[src/rtl/ser3w_pkg.sv]
package ser3w_pkg;

  localparam int NB_W = 5;

  typedef struct packed {
    logic            lsb_first;
    logic            cpha;
    logic            cpol;
    logic            tx_en;
    logic            rx_en;
    logic            irq_en;
    logic [NB_W-1:0] nbits;
  } ser_cfg_t;

  function automatic logic [NB_W-1:0] code_to_bits(input logic [3:0] code, input int min_len,
                                                   input int full_len);
    if (code[3]) return NB_W'(full_len);
    return NB_W'(min_len + int'(code[2:0]));
  endfunction

endpackage

[src/rtl/ser3w_tick.sv]
module ser3w_tick #(
  parameter int HALF_DIV = 4
) (
  input  logic clk,
  input  logic rst_n,
  input  logic run,
  output logic mid_stb,
  output logic end_stb,
  output logic second_half
);
  localparam int CW = (HALF_DIV > 1) ? $clog2(HALF_DIV) : 1;
  localparam logic [CW-1:0] LAST = CW'(HALF_DIV - 1);

  logic [CW-1:0] cnt;
  logic          half_q;

  always_ff @(posedge clk or negedge rst_n) begin
    if (!rst_n) begin
      cnt    <= '0;
      half_q <= 1'b0;
    end else if (!run) begin
      cnt    <= '0;
      half_q <= 1'b0;
    end else if (cnt == LAST) begin
      cnt    <= '0;
      half_q <= ~half_q;
    end else begin
      cnt <= cnt + 1'b1;
    end
  end

  assign mid_stb     = run && (cnt == LAST) && !half_q;
  assign end_stb     = run && (cnt == LAST) && half_q;
  assign second_half = half_q;
endmodule

[src/rtl/ser3w_shreg.sv]
module ser3w_shreg #(
  parameter int W   = 16,
  parameter int NBW = 5
) (
  input  logic           clk,
  input  logic           rst_n,
  input  logic           load,
  input  logic           shift,
  input  logic           in_bit,
  input  logic           lsb_first,
  input  logic [NBW-1:0] nbits,
  input  logic [W-1:0]   load_val,
  output logic [W-1:0]   q,
  output logic [W-1:0]   shifted,
  output logic           out_bit
);
  logic [W-1:0] mask;
  logic [W-1:0] top_hot;

  // one bit per register position: inside the active length, and the top active slot
  for (genvar i = 0; i < W; i++) begin : g_pos
    assign mask[i]    = (i < int'(nbits));
    assign top_hot[i] = (i == int'(nbits) - 1);
  end

  always_comb begin
    if (lsb_first) shifted = ((q >> 1) & ~top_hot) | (top_hot & {W{in_bit}});
    else           shifted = ((q << 1) | W'(in_bit)) & mask;
  end

  assign out_bit = lsb_first ? q[0] : |(q & top_hot);

  always_ff @(posedge clk or negedge rst_n) begin
    if (!rst_n)     q <= '0;
    else if (load)  q <= load_val & mask;
    else if (shift) q <= shifted;
  end
endmodule

[src/rtl/ser3w_master.sv]
module ser3w_master
  import ser3w_pkg::*;
#(
  parameter int W        = 16,
  parameter int HALF_DIV = 4,
  parameter int LEN_MIN  = 8
) (
  input  logic         clk,
  input  logic         rst_n,
  input  logic         pwr_en,
  input  logic         tx_en,
  input  logic         rx_en,
  input  logic         irq_en,
  input  logic         lsb_first,
  input  logic         clk_pol,
  input  logic         clk_pha,
  input  logic [3:0]   len_code,
  input  logic         tx_valid,
  output logic         tx_ready,
  input  logic [W-1:0] tx_data,
  output logic [W-1:0] rx_data,
  output logic         rx_done,
  output logic         busy,
  output logic         sck,
  output logic         sdo,
  input  logic         sdi
);
  ser_cfg_t     cfg_in, cfg_q, cfg_cur;
  logic [NB_W-1:0] bit_cnt;
  logic         accept, mid_stb, end_stb, second_half;
  logic         samp, last_bit;
  logic [W-1:0] sr_q, sr_next;
  logic         sr_out;

  always_comb begin
    cfg_in.lsb_first = lsb_first;
    cfg_in.cpha      = clk_pha;
    cfg_in.cpol      = clk_pol;
    cfg_in.tx_en     = tx_en;
    cfg_in.rx_en     = rx_en;
    cfg_in.irq_en    = irq_en;
    cfg_in.nbits     = code_to_bits(len_code, LEN_MIN, W);
  end

  assign tx_ready = pwr_en && !busy;
  assign accept   = tx_valid && tx_ready;
  assign cfg_cur  = busy ? cfg_q : cfg_in;
  assign last_bit = (bit_cnt == cfg_q.nbits - 1'b1);

  ser3w_tick #(.HALF_DIV(HALF_DIV)) u_tick (
    .clk(clk), .rst_n(rst_n), .run(busy),
    .mid_stb(mid_stb), .end_stb(end_stb), .second_half(second_half)
  );

  ser3w_shreg #(.W(W), .NBW(NB_W)) u_sr (
    .clk(clk), .rst_n(rst_n),
    .load(accept), .shift(busy && end_stb), .in_bit(samp),
    .lsb_first(cfg_cur.lsb_first), .nbits(cfg_cur.nbits),
    .load_val(tx_data), .q(sr_q), .shifted(sr_next), .out_bit(sr_out)
  );

  always_ff @(posedge clk or negedge rst_n) begin
    if (!rst_n) begin
      busy    <= 1'b0;
      cfg_q   <= '0;
      bit_cnt <= '0;
      samp    <= 1'b0;
      rx_data <= '0;
      rx_done <= 1'b0;
    end else if (!pwr_en) begin
      busy    <= 1'b0;
      rx_done <= 1'b0;
      bit_cnt <= '0;
    end else begin
      rx_done <= 1'b0;
      if (mid_stb) samp <= cfg_q.rx_en & sdi;
      if (accept) begin
        busy    <= 1'b1;
        cfg_q   <= cfg_in;
        bit_cnt <= '0;
      end else if (busy && end_stb) begin
        bit_cnt <= bit_cnt + 1'b1;
        if (last_bit) begin
          busy <= 1'b0;
          if (cfg_q.rx_en) rx_data <= sr_next;
          rx_done <= cfg_q.irq_en;
        end
      end
    end
  end

  always_comb begin
    if (!busy)                        sck = ~clk_pol;
    else if (second_half == cfg_q.cpha) sck = cfg_q.cpol;
    else                              sck = ~cfg_q.cpol;
  end

  assign sdo = busy && cfg_q.tx_en && sr_out;
endmodule

[config.mk]
export PLATFORM = sky130hd
export DESIGN_NAME = ser3w_master
export DESIGN_NICKNAME = d
export VERILOG_FILES = /design/src/rtl/ser3w_pkg.sv /design/src/rtl/ser3w_tick.sv /design/src/rtl/ser3w_shreg.sv /design/src/rtl/ser3w_master.sv
export SDC_FILE = /design/constraint.sdc
export NUM_CORES = 1
export LEC_CHECK = 0
export BUFFER_PORTS_ARGS = -buffer_cell sky130_fd_sc_hd__buf_2
export CORE_ASPECT_RATIO = 0.8
export CORE_MARGIN = 4
export CORE_UTILIZATION = 59
export CTS_CLUSTER_DIAMETER = 100
export CTS_CLUSTER_SIZE = 12
export DETAILED_ROUTE_END_ITERATION = 7
export GPL_TIMING_DRIVEN = 0
export PLACE_DENSITY = 0.82
export SYNTH_ARGS = -nofsm -noshare
export SYNTH_HDL_FRONTEND = slang
export SYNTH_HIERARCHICAL = 1
export SYNTH_SLANG_ARGS = --single-unit
[constraint.sdc]
create_clock -name clk -period 5.5 [get_ports clk]
set_input_delay 1.1 -clock clk [delete_from_list [all_inputs] [get_ports clk]]
set_output_delay 1.1 -clock clk [all_outputs]
set_load 0.01 [all_outputs]
==> results.yml, run 1 <==
yosys:
  yosys.cell_types.count: 57
  ys_ff_latch: 54
  synthFlopType: "dfrtp_1"
  syn_area_per_cell_um2: 8.746
  syn_nets: 431
  synth-async-reset-ratio: 1.000
  synth_edf_count: 0
  yosysWarningCount: 6
  yosysSeqAreaShare: 0.3892
  synth_cells: 397
  synth_area_um2: 3472
sta:
  setup_viol: 0
  fin_crit_sh: 0.8666
  relSlewSlack: 0.2039
  fmax_ghz: 0.2098
  setup_tns_ps: 0
  hold_violations: 0
  rsz0062_at_grt: "false"
  slew_violations: 0
  skew_ps: 9.809
  whs_ps: 440.7
  period_minus_slack_ps: 4766
  tightest_slew_ps: 1194
global_routing:
  first_global_vias: 3193
  use_met2: 0.4231
  busiest_layer: "met2"
  antenna_found_initial: 0
  grtUsageTotal: 0.2853
  grt_pass1_wl_um: 16070
  use_met3: 0.06318
  gr-total-overflow: 0
  grt_util_met1: 0.4158
  grt_start_max_net_pins: 55
critical_path:
  r2r-end: "rx_data[12]"
  cp_cell_sequence: "clkbuf_1 -> clkbuf_1 -> nand2_1 -> o21ai_0 -> buf_4 -> buf_4 -> mux2_2 -> nand3_1 -> nand3_1 -> a2111oi_0 -> a21oi_1 -> and3_1 -> buf_2"
  cp_num_buf_inv: 5
  cp_max_fo: 10
  cp_slowest_cell: "a2111oi_0"
  arrival_ps: 3670
  slowest_delay_ps: 460
  r2r-start: "busy"
  crit_path_end: "sdo"
  worstSetupEndpointType: "primary output"
  start_kind: "flip-flop"
  path_delay_family: "buffers and inverters"
  r2r_setup_slack_ps: 2320
  cp.required_ps: 4400
  worstRegToRegCells: 10
  critical_path_class: "reg2out"
  worst-path-stages: 13
  startpoint: "busy"
cells_and_area:
  final_cell_mix: "nand2_1, buf_2, dfrtp_1, o21ai_0, nor2_1"
  final_core_util: 0.7036
  n_fill_cell: 485
  final_common_cell: "nand2_1"
  final_cell_area_um2: 3930
  synthToLayoutAreaGrowth_pct: 13.19
  final_layout_size_suffix_gt1_frac: 0.2346
  diodes: 0
  finalNonFillerCells: 534
  layout.nets: 489
floorplanning:
  coreArea_um2: 5585
  rows: 24
  die_h_um: 76.62
  dieArea_um2: 7184
  die_w_um: 93.77
  io_pins: 52
  start_util: 0.6216
power_and_ir_drop:
  powerDensity_nw_per_um2: 268.2
  power.leakage_nw: 1.951
  peakVddDrop_v: 0.0001467
clock_network:
  post-cts-setup-buffer-count: 0
  cts-buffers-inserted: 5
  clk_path_buf_depth: 2
  cts.repair.resized: 0
  clockRootBuffer: "clkbuf_8"
  ctsHtreeMaxLevel: 2
  cts_tree: "done"
  insertion_delay_ps: 300
  cts.sinks: 54
  clk_pin_slew_ps: 100
  hold_buffers: 0
detailed_routing:
  postRouteAntennaNets: 0
  drt-pass1-iter-count: 5
  vias: 3261
  drt_iter0_drc: 292
  drc: 0
  via_per_inst: 6.107
  routed_wl_um: 9875
  wl_per_cell_um: 18.49
min_path:
  hp-class: "reg2reg"
placed_design:
  port_buffers: 51
  place_area_um2: 3825
  finalWeightedCongestion: 0.9975
  dp_hpwl_um: 7292
  placed_cells: 526
run:
  maxCapViolCount: 0
run_status:
  status: "completed"
==> synth_stat cells, types with 2 or more instances <==
library cell  count  area share
or3b_1            3      0.0076
a31oi_1           4      0.0072
nand4_1           5      0.0090
o21ai_0          30       0.043
and2_1            5      0.0090
nand3_1          11       0.016
clkbuf_1         13       0.014
inv_1             7      0.0076
nor2b_1           6       0.011
mux2i_1           6       0.017
a31o_2            3      0.0076
o32ai_1           2      0.0050
buf_2             5      0.0072
nand2_1          81       0.088
nor3b_2           2      0.0072
ha_1              3       0.011
nor3_1            4      0.0058
or3_1             3      0.0054
a21oi_1          14       0.020
a21boi_0          6       0.013
nand2b_1          8       0.014
buf_4             5       0.011
a21o_1            4      0.0086
nor2_1           22       0.024
mux2_4           10       0.043
o22ai_1           4      0.0072
dfrtp_1          54        0.39
xor2_1            6       0.015
or3b_2            2      0.0050
a22oi_1           2      0.0043
o211a_1           2      0.0058
xnor2_1           4       0.010
nor3b_1           2      0.0043
o311ai_1          2      0.0050
a311oi_1          2      0.0050
and3_1           11       0.020
mux2_2           12       0.039
nand3b_1          4      0.0086
or2_2             4      0.0072
a311o_1           4       0.012
o211ai_1          4      0.0086
==> worst register-to-register path, cell delays in order (launching register included) <==
cell	delay (ps)
dfrtp_1	450
clkbuf_1	250
clkbuf_1	280
o21ai_0	610
buf_2	350
inv_1	140
nor3_1	230
mux2_2	370
nand2_1	60
nand2_1	50
mux2_4	270
==> metrics by stage <==
stage	total power, mW	setup WS (ps)
after floorplan	0.7032	1547
after global placement	0.7955	847.6
after detailed placement	0.8055	859.7
after CTS	1.051	764.3
after global routing	1.113	353.9
final	1.054	733.7
==> state kept, by name, indices dropped and copies added (netlist names) <==
name,cells
rx_done,1
busy,1
rx_data,16
bit_cnt,5
u_tick/cnt,2
samp,1
u_sr/q,16
u_tick/second_half,1
cfg_q,11
==> worst min-delay path by stage <==
stage	startpoint	to	slack (ps)	cells after the start
4_1_cts	u_tick/cnt[0]	u_tick/cnt[0]	440	1
3_5_place_dp	u_tick/cnt[0]	u_tick/cnt[0]	430	1
3_3_place_gp	u_tick/cnt[0]	u_tick/cnt[0]	420	1
2_1_floorplan	u_tick/cnt[0]	u_tick/cnt[0]	410	1
5_1_grt	u_tick/cnt[0]	u_tick/cnt[0]	480	1
6_report	u_tick/cnt[0]	u_tick/cnt[0]	440	1
==> report_power, final <==
group          switching [mW]  leakage (nW)  internal, mW  total (mW)
Combinational           0.192          1.18         0.131       0.323
Sequential             0.0472         0.716         0.439       0.486
Clock                   0.130        0.0544         0.116       0.246
==> layout make-up <==
class / instances / area, µm² / area share
buffer: 25 / 126.4 / 0.03216
clock buffer: 7 / 96.34 / 0.02451
clock inverter: 1 / 8.758 / 0.002229
inverter: 8 / 30.03 / 0.007641
multi-input combinational: 310 / 1964 / 0.4998
sequential: 54 / 1351 / 0.3438
tap: 78 / 97.59 / 0.02483
timing repair buffer: 51 / 255.2 / 0.06495
==> metal layers <==
metal,part of all wire,vias to the layer above
li1,-,1523
met1,0.44,1548
met2,0.44,169
met3,0.10,21
met4,0.018,0
met5,0,-
==> cell families (layout without fill, tap and decap cells) <==
kind of cell	after synthesis	count (layout)	share of synthesized area
and+or+nand+nor	179	179	0.2591
AOI/OAI and AO/OA	90	90	0.1712
DFF	54	54	0.3892
buffers and inverters	33	92	0.04505
muxes	28	28	0.09946
xor gates and xnor gates	10	10	0.02522
adders and majority gates	3	3	0.01081
(Power assumes the default switching activity.)
==> inputs of run 2 (changes only) <==
--- a/config.mk
+++ b/config.mk
@@ -8,12 +8,12 @@
 export BUFFER_PORTS_ARGS = -buffer_cell sky130_fd_sc_hd__buf_2
 export CORE_ASPECT_RATIO = 0.8
 export CORE_MARGIN = 4
-export CORE_UTILIZATION = 59
+export CORE_UTILIZATION = 57
 export CTS_CLUSTER_DIAMETER = 100
 export CTS_CLUSTER_SIZE = 12
 export DETAILED_ROUTE_END_ITERATION = 7
 export GPL_TIMING_DRIVEN = 0
-export PLACE_DENSITY = 0.82
+export PLACE_DENSITY = 0.8
 export SYNTH_ARGS = -nofsm -noshare
 export SYNTH_HDL_FRONTEND = slang
 export SYNTH_HIERARCHICAL = 1
==> constraint.sdc (replaced) <==
create_clock -name clk -period 5.4 [get_ports clk]
set_input_delay 1.08 -clock clk [delete_from_list [all_inputs] [get_ports clk]]
set_output_delay 1.08 -clock clk [all_outputs]
set_load 0.01 [all_outputs]
==> run 2 against run 1 <==
Clock power shrank 2%. Clock skew grew 2.4 ps. Global-route usage shrank 2.7 points. Die area grew 3.2%. Wire length shrank 6.2%. Sequential power grew 1%. Critical path type unchanged. Largest cell class unchanged.
==> results.yml, run 2 (synthesis gave the netlist of run 1 again) <==
run_status:
  status: "completed"
floorplanning:
  die_w_um: 95.26
  rows: 25
  io_pins: 52
  dieArea_um2: 7412
  start_util: 0.5873
  coreArea_um2: 5912
  die_h_um: 77.81
clock_network:
  cts.sinks: 54
  cts.repair.resized: 0
  post-cts-setup-buffer-count: 0
  clockRootBuffer: "clkbuf_8"
  clk_pin_slew_ps: 110
  hold_buffers: 0
  ctsHtreeMaxLevel: 2
  cts_tree: "done"
  insertion_delay_ps: 320
  cts-buffers-inserted: 5
  clk_path_buf_depth: 2
min_path:
  hp-class: "reg2reg"
detailed_routing:
  drc: 0
  wl_per_cell_um: 17.24
  via_per_inst: 6.067
  routed_wl_um: 9258
  postRouteAntennaNets: 0
  drt-pass1-iter-count: 5
  vias: 3258
  drt_iter0_drc: 339
power_and_ir_drop:
  power.leakage_nw: 1.941
  powerDensity_nw_per_um2: 269.5
  peakVddDrop_v: 0.0001576
placed_design:
  placed_cells: 529
  place_ws_ps: 884.8
  dp_hpwl_um: 6746
  port_buffers: 51
  finalWeightedCongestion: 1.003
critical_path:
  cp_num_buf_inv: 5
  worstSetupEndpointType: "primary output"
  cp_cell_sequence: "clkbuf_1 -> clkbuf_1 -> nand2_1 -> o21ai_0 -> buf_4 -> buf_4 -> mux2_2 -> nand3_1 -> nand3_1 -> a2111oi_0 -> a21oi_1 -> and3_1 -> buf_2"
  slowest_delay_ps: 450
  cp.required_ps: 4320
  arrival_ps: 3530
  cp_slowest_cell: "dfrtp_1"
  start_kind: "flip-flop"
  critical_path_class: "reg2out"
  cp_max_fo: 10
  path_delay_family: "buffers and inverters"
cells_and_area:
  final_common_cell: "nand2_1"
  final_layout_size_suffix_gt1_frac: 0.2346
  top_regs: "rx_data (16), u_sr/q (16), cfg_q (11)"
  final_cell_mix: "nand2_1, buf_2, dfrtp_1, o21ai_0, nor2_1"
  multi_input_area_um2: 1964
  synthToLayoutAreaGrowth_pct: 12.97
  finalNonFillerCells: 537
  layout.nets: 489
  n_fill_cell: 515
  seq_area_um2: 1351
  diodes: 0
global_routing:
  grt_pass1_wl_um: 15030
  grtUsageTotal: 0.2587
  antenna_found_initial: 0
  grt_start_max_net_pins: 55
  first_global_vias: 2921
  gr-total-overflow: 0
sta:
  hold_violations: 0
  slew_violations: 0
  rsz0062_at_grt: "false"
  setup_viol: 0
  tightest_slew_ps: 1212
  relSlewSlack: 0.1919
  period_minus_slack_ps: 4607
  setup_ws_ps: 792.7
  fmax_ghz: 0.2170
  fin_crit_sh: 0.8532
  setup_tns_ps: 0
  skew_ps: 12.17
run:
  maxCapViolCount: 0
run 2: cell count changes in the layout (fill, tap and decap cells not counted), sizes merged:
cell      delta
clkinvlp     +1
inv          +1
clkbuf       -2
run 2: worst register-to-register path: stages, from the launching register on:
cell and delay, ps:
dfrtp_1 460, clkbuf_1 250, clkbuf_1 270, o21ai_0 660, buf_2 340, inv_1 130
nor3_1 220, mux2_2 360, nand2_1 60, nand2_1 50, mux2_4 260
run 2: through the flow:
step | hold WS (ps) | util | total power [mW] | area [µm²]
detailed placement | 432.3 | 0.6476 | 0.8140 | 3829
finish | 446.0 | 0.6635 | 1.057 | 3923
CTS | 447.6 | 0.6635 | 1.054 | 3923
global placement | 421.8 | 0.6476 | 0.8069 | 3829
floorplan | 413.9 | - | 0.7162 | 3472
global route | 481.1 | 0.6635 | 1.119 | 3923
run 2: final timing paths:
| path | startpoint | to | slack, ps | cells after the start |
|---|---|---|---|---|
| min in group asynchronous | rst_n | bit_cnt[4] | 990 | 1 |
| setup / recovery | busy | sdo | 790 | 13 |
| max in group asynchronous | rst_n | u_sr/q[7] | 3650 | 1 |
| hold reg to reg | u_tick/cnt[0] | u_tick/cnt[0] | 450 | 1 |
| hold / removal | u_tick/cnt[0] | u_tick/cnt[0] | 450 | 1 |
| setup reg to reg | busy | rx_data[12] | 2230 | 10 |
run 2: cell type report:
class | count | area share
Timing Repair Buffer | 51 | 0.06507
Tap cell | 81 | 0.02584
Clock buffer | 5 | 0.01754
Buffer | 25 | 0.03222
Inverter | 8 | 0.007656
Clock inverter | 3 | 0.006380
Multi-Input combinational cell | 310 | 0.5008
Sequential cell | 54 | 0.3445
run 2: per-layer routing:
layer / share of wire / GRT usage
met5: 0 / 0
met2: 0.42 / 0.3627
met1: 0.47 / 0.4047
met3: 0.092 / 0.05329
met4: 0.011 / 0.05764
run 2: power breakdown:
group          leakage [nW]  internal [mW]  switching [mW]  total, mW
combinational          1.18          0.133           0.189      0.322
clock                0.0447         0.0941           0.148      0.242
sequential            0.716          0.447          0.0465      0.493
total                  1.94          0.674           0.383       1.06
